File: src/rtl/qenc_pkg.sv
package qenc_pkg;

    localparam int NUM_CH = 2;

    typedef enum logic [1:0] {
        MV_NONE = 2'd0,
        MV_CW   = 2'd1,
        MV_CCW  = 2'd2,
        MV_BAD  = 2'd3
    } move_e;

    typedef struct packed {
        logic cur;   // newest registered sample
        logic prv;   // sample one clock older
    } chan_smp_s;

    // Index order is {A new, A previous, B new, B previous}.
    function automatic move_e decode_move(input logic [3:0] idx);
        move_e m;
        case (idx)
            4'd2, 4'd4, 4'd11, 4'd13: m = MV_CW;
            4'd1, 4'd7, 4'd8, 4'd14:  m = MV_CCW;
            4'd5, 4'd6, 4'd9, 4'd10:  m = MV_BAD;
            default:                  m = MV_NONE;
        endcase
        return m;
    endfunction

endpackage

File: src/rtl/qenc_channel.sv
module qenc_channel
    import qenc_pkg::*;
(
    input  logic      clk,
    input  logic      rst,
    input  logic      raw_i,
    output chan_smp_s smp_o,
    output logic      edge_o
);
    logic sync_q;
    logic xfer_q;

    always_ff @(posedge clk) begin
        if (rst) begin
            sync_q <= 1'b0;
            xfer_q <= 1'b0;
        end else begin
            sync_q <= raw_i;
            xfer_q <= sync_q;
        end
    end

    assign smp_o  = '{cur: sync_q, prv: xfer_q};
    assign edge_o = sync_q ^ xfer_q;

    // the transfer stage always repeats the synchronizer one clock later.
    a_r2_xfer_follows: assert property (@(posedge clk) disable iff (rst)
        1'b1 |=> (xfer_q == $past(sync_q)));

endmodule

File: src/rtl/qenc_dir_decoder.sv
module qenc_dir_decoder
    import qenc_pkg::*;
(
    input  chan_smp_s smp_a_i,
    input  chan_smp_s smp_b_i,
    output move_e     move_o
);
    logic [3:0] idx;

    assign idx    = {smp_a_i.cur, smp_a_i.prv, smp_b_i.cur, smp_b_i.prv};
    assign move_o = decode_move(idx);

endmodule

File: src/rtl/qenc_pos_counter.sv
module qenc_pos_counter
    import qenc_pkg::*;
#(
    parameter int POS_W = 16
) (
    input  logic                    clk,
    input  logic                    rst,
    input  logic                    step_en_i,
    input  move_e                   move_i,
    output logic signed [POS_W-1:0] pos_o,
    output logic                    cw_o,
    output logic                    fault_o
);
    localparam logic [POS_W-1:0] ONE = {{(POS_W-1){1'b0}}, 1'b1};

    always_ff @(posedge clk) begin
        if (rst) begin
            pos_o   <= '0;
            cw_o    <= 1'b0;
            fault_o <= 1'b0;
        end else if (step_en_i) begin
            case (move_i)
                MV_CW: begin
                    pos_o <= pos_o + ONE;
                    cw_o  <= 1'b1;
                end
                MV_CCW: begin
                    pos_o <= pos_o - ONE;
                    cw_o  <= 1'b0;
                end
                MV_BAD:  fault_o <= 1'b1;
                default: ;
            endcase
        end
    end

    // the edge pulses and the decoder agree on whether anything changed.
    a_r5_enable_matches_move: assert property (@(posedge clk) disable iff (rst)
        step_en_i == (move_i != MV_NONE));

    // with no edge pulse the count and direction stay put.
    a_r5_hold_idle: assert property (@(posedge clk) disable iff (rst)
        !step_en_i |=> ($stable(pos_o) && $stable(cw_o)));

    // a clockwise step adds one, modulo 2^POS_W.
    a_r3_count_up: assert property (@(posedge clk) disable iff (rst)
        (step_en_i && move_i == MV_CW) |=> (pos_o == $past(pos_o) + ONE) && cw_o);

    // a counter-clockwise step subtracts one, modulo 2^POS_W.
    a_r4_count_down: assert property (@(posedge clk) disable iff (rst)
        (step_en_i && move_i == MV_CCW) |=> (pos_o == $past(pos_o) - ONE) && !cw_o);

    // an illegal step holds the count and raises the fault.
    a_r6_bad_holds: assert property (@(posedge clk) disable iff (rst)
        (step_en_i && move_i == MV_BAD) |=> $stable(pos_o) && fault_o);

    // the fault flag is sticky.
    a_r6_fault_sticky: assert property (@(posedge clk) disable iff (rst)
        fault_o |=> fault_o);

    // reset clears the count.
    a_r1_reset_clears: assert property (@(posedge clk)
        rst |=> (pos_o == '0) && !fault_o && !cw_o);

endmodule

File: src/rtl/qenc_tracker.sv
module qenc_tracker
    import qenc_pkg::*;
#(
    parameter int POS_W = 16
) (
    input  logic                    clk,
    input  logic                    rst,
    input  logic                    chan_a_i,
    input  logic                    chan_b_i,
    output logic signed [POS_W-1:0] position_o,
    output logic                    cw_dir_o,
    output logic                    fault_o
);
    logic [NUM_CH-1:0] raw;
    logic [NUM_CH-1:0] edge_pulse;
    chan_smp_s         smp [NUM_CH];
    move_e             move;
    logic              step_en;

    assign raw = {chan_b_i, chan_a_i};

    for (genvar c = 0; c < NUM_CH; c++) begin : g_chan
        qenc_channel u_chan (
            .clk    (clk),
            .rst    (rst),
            .raw_i  (raw[c]),
            .smp_o  (smp[c]),
            .edge_o (edge_pulse[c])
        );
    end

    qenc_dir_decoder u_dec (
        .smp_a_i (smp[0]),
        .smp_b_i (smp[1]),
        .move_o  (move)
    );

    assign step_en = |edge_pulse;

    qenc_pos_counter #(.POS_W(POS_W)) u_cnt (
        .clk       (clk),
        .rst       (rst),
        .step_en_i (step_en),
        .move_i    (move),
        .pos_o     (position_o),
        .cw_o      (cw_dir_o),
        .fault_o   (fault_o)
    );

    // a both-channels-change never moves the count.
    a_r6_double_change_no_count: assert property (@(posedge clk) disable iff (rst)
        (&edge_pulse) |=> $stable(position_o));

endmodule

File: config.mk
export PLATFORM = sky130hd
export DESIGN_NAME = qenc_tracker
export DESIGN_NICKNAME = d
export VERILOG_FILES = /design/src/rtl/qenc_pkg.sv /design/src/rtl/qenc_channel.sv /design/src/rtl/qenc_dir_decoder.sv /design/src/rtl/qenc_pos_counter.sv /design/src/rtl/qenc_tracker.sv
export SDC_FILE = /design/constraint.sdc
export NUM_CORES = 1
export LEC_CHECK = 0
export BUFFER_PORTS_ARGS = -buffer_cell sky130_fd_sc_hd__buf_2
export CAP_MARGIN = 5
export CORE_ASPECT_RATIO = 0.9
export CORE_UTILIZATION = 50
export CTS_BUF_LIST = sky130_fd_sc_hd__clkbuf_4 sky130_fd_sc_hd__clkbuf_8
export DETAILED_ROUTE_END_ITERATION = 8
export PLACE_DENSITY_LB_ADDON = 0.08
export REMOVE_ABC_BUFFERS = 1
export SYNTH_ARGS = -nofsm -noshare
export SYNTH_HDL_FRONTEND = slang
export SYNTH_SLANG_ARGS = --single-unit
export TNS_END_PERCENT = 50
File: constraint.sdc
create_clock -name clk -period 3.95 [get_ports clk]
set_clock_uncertainty 0.15 [all_clocks]
set_input_delay 1.185 -clock clk [delete_from_list [all_inputs] [get_ports clk]]
set_output_delay 1.185 -clock clk [all_outputs]
set_load 0.01 [all_outputs]
==> impl_metrics.yaml <==
global_routing:
  grt.total_usage: 0.226
  grt_pass1_wl_um: 7070
  grt_pass1_vias: 1420
  grt-ovfl-total: 0
  grt_max_degree: 32
  antenna_found_initial: 0
floorplan:
  dieHeight_um: 61.8
  num_rows: 21
  core_sq_um: 3760
  fp.dieArea_sq_um: 4230
  initial_core_util: 0.529
  die_width_um: 68.5
  io_pins: 22
timing:
  post-route-period-util: 0.756
  setup_tns_ns: 0
  max_slew_margin: 0.456
  fmax_mhz: 335
  report.final.slew_viol_count: 0
  period_needed_ns: 2.99
  finalSetupViolCount: 0
  worstMarginPinSlew_ns: 0.816
  rsz0062_at_grt: "false"
  hold_viol: 0
detailed_routing:
  wl_per_cell_um: 15.2
  detailedRoute.firstPassIterationCount: 5
  dr_wl_met2_um: 2030
  via_per_inst: 6.06
  dr_wl_met3_um: 176
  ant_nets: 0
  drcViolationCount: 0
  top_layer: "met4"
  drtIter0Drc: 220
  met1_length_um: 2300
  finalWirelength_um: 4540
  vias: 1812
placed_design:
  place_area_sq_um: 2050
  detailed_place_hpwl_um: 3150
  gp_congestion: 0.871
  port_buffers: 21
worst_setup_path:
  crit_end: "u_cnt.pos_o[14]"
  cp_data_required_time_ns: 3.96
  cp.arrival_ns: 3.00
  crit_chain: "inv_1 > ha_1 > buf_4 > xor2_1 > ha_1 > nor3b_1 > o21ai_1 > a21oi_1 > o2111ai_1 > a211oi_1 > mux2_1"
  path_max_fanout: 29
  path_class: "reg -> reg"
  ff2ff_setup_slack_ns: 0.96
  startpoint_type: "flip-flop"
  crit_path_top_delay_cell: "mux2_1"
  startpoint: "u_dec.move_o[0]"
  r2r-end: "u_cnt.pos_o[14]"
  r2r-start: "u_dec.move_o[0]"
  worstSetupEndpointType: "flip-flop"
  crit_path_frequent_cell: "ha_1"
  slowest_delay_ns: 0.34
  rr_worst_depth: 11
final_layout:
  finalNetCount: 262
  post_route_cells_drive_above_1_share: 0.174
  design_area_sq_um: 2110
  final.fill_count: 366
  antenna_cells: 0
  syn_to_final_growth_pct: 6.04
clock_network:
  clk_latency_ns: 0.28
  cts_sinks: 24
  cts_resized: 0
  htreeDepth: 1
  cts_root_buf: "clkbuf_8"
  cts_tree: "built"
  cts_buffers: 3
  clockBufferDepth: 2
  clk_pin_slew_ns: 0.09
  postCtsSetupBuffers: 0
  hold_buffers: 0
yosys:
  yosysTopAreaCell: "dfxtp_1"
  ys_seq_area_frac: 0.242
  synthArstFlopShare: 0
  synthTopCellsByArea: "dfxtp_1 24%, nor2_1 4.7%, nor2b_1 4.1%, a21oi_1 4.0%, o21ai_0 3.5%"
  synth_edf_count: 0
  ys_ff_latch: 24
  ys.flop_type: "dfxtp_1"
  ys_warn_count: 0
  synth_area_sq_um: 1990
  synth_top_area_share: 0.242
  synth_cell_types: 66
  syn_inst: 248
  avgSynthCellArea_sq_um: 8.02
outcome:
  status: "complete, no violations"
power:
  switching_power_mw: 0.196
  leakagePower_nw: 0.854
  p_sw_frac: 0.326
  pwr-share-comb: 0.239
  p_seq_frac: 0.467
  powerDensity_nw_per_um2: 285
  power_frac_clock: 0.294
  vdd_drop_max_mv: 0.169
  internal-power_mw: 0.405
job:
  cap_violations: 0
worst_hold_path:
  holdCritPathClass: "reg -> reg"
==> sequential cells by signal, summed over array words and instances (netlist names) <==
name                  flops
g_chan.u_chan.sync_q      2
g_chan.u_chan.xfer_q      2
u_cnt.cw_o                1
u_cnt.fault_o             1
u_cnt.pos_o              16
u_dec.move_o              2
==> critical path, delay by kind of cell (launching register included) <==
family	cells	cell delay, ns
AO/OA/AOI/OAI	4	0.89
XOR/XNOR	1	0.18
adder cells (fa/ha/maj)	2	0.43
buffers and inverters	2	0.35
flip-flops	1	0.32
multiplexers	1	0.34
AND/OR/NAND/NOR	1	0.21
==> synth_stat cells (3+ instances only) <==
cell	n
o21ai_1	6
nand3_1	3
a21o_1	4
nand4_1	3
xnor2_1	7
o21a_1	4
nor2b_1	13
or3_1	3
nor3_1	4
buf_4	3
inv_1	6
dfxtp_1	24
nor3b_1	4
a22oi_1	3
a21oi_1	16
nor2_1	25
clkbuf_1	9
nand2_1	11
mux2_1	4
xor2_1	5
a211oi_1	4
o31a_1	4
o21ai_0	14
ha_1	4
buf_2	9
==> layout make-up <==
class	count	area [sq um]	area share
Multi-Input combinational cell	195	1370	0.649
Sequential cell	24	480	0.228
Timing Repair Buffer	23	120	0.0570
Tap cell	46	57.6	0.0273
Clock buffer	4	55.1	0.0261
Inverter	7	26.3	0.0125
==> per-layer routing <==
layer / vias up / track usage
met4: 0 / 0.0506
met5: - / 0
met3: 4 / 0.0438
li1: 916 / -
met2: 35 / 0.343
met1: 857 / 0.328
==> logic make-up after synthesis <==
family          after synthesis  synth area share
buf+inv                      29            0.0698
simple gates                 85             0.243
xor+xnor                     12            0.0529
compound gates               85             0.316
fa+ha+maj                     4            0.0252
flops                        24             0.242
mux                           9            0.0516
==> through the flow <==
step	setup WS, ns	util	total power [mW]	instances	hold WS, ns
final	0.962	0.561	0.601	299	0.301
after global routing	0.745	0.561	0.633	299	0.366
after CTS	1.00	0.561	0.608	299	0.304
after detailed placement	1.03	0.546	0.429	295	0.288
after global placement	1.11	0.546	0.428	295	0.283
after floorplan	0.764	-	0.384	226	0.313
==> power by group through the flow <==
stage | registers, mW | logic [mW] | clock network, mW
floorplan | 0.285 | 0.0993 | 0
global placement | 0.285 | 0.143 | 0
detailed placement | 0.286 | 0.143 | 0
CTS | 0.280 | 0.144 | 0.185
global route | 0.283 | 0.160 | 0.190
finish | 0.281 | 0.144 | 0.177
==> how the worst min path moves through the flow <==
stage	startpoint	endpoint	cells after the start
detailed placement	u_cnt.fault_o	u_cnt.fault_o	2
global route	u_cnt.fault_o	u_cnt.fault_o	2
global placement	u_cnt.fault_o	u_cnt.fault_o	2
CTS	u_cnt.fault_o	u_cnt.fault_o	2
finish	u_cnt.fault_o	u_cnt.fault_o	2
floorplan	u_cnt.fault_o	u_cnt.fault_o	2
==> cells in the final DEF, fill, tap and decap left out, types with 6 or more instances in the layout <==
cell,synthesis,final
nand2_1,11,11
dfxtp_1,24,24
nor2_1,25,25
o21ai_0,14,14
nor2b_1,13,13
o21ai_1,6,6
a21oi_1,16,16
inv_1,6,6
buf_2,9,21
xnor2_1,7,7
(Power assumes the default switching activity.)
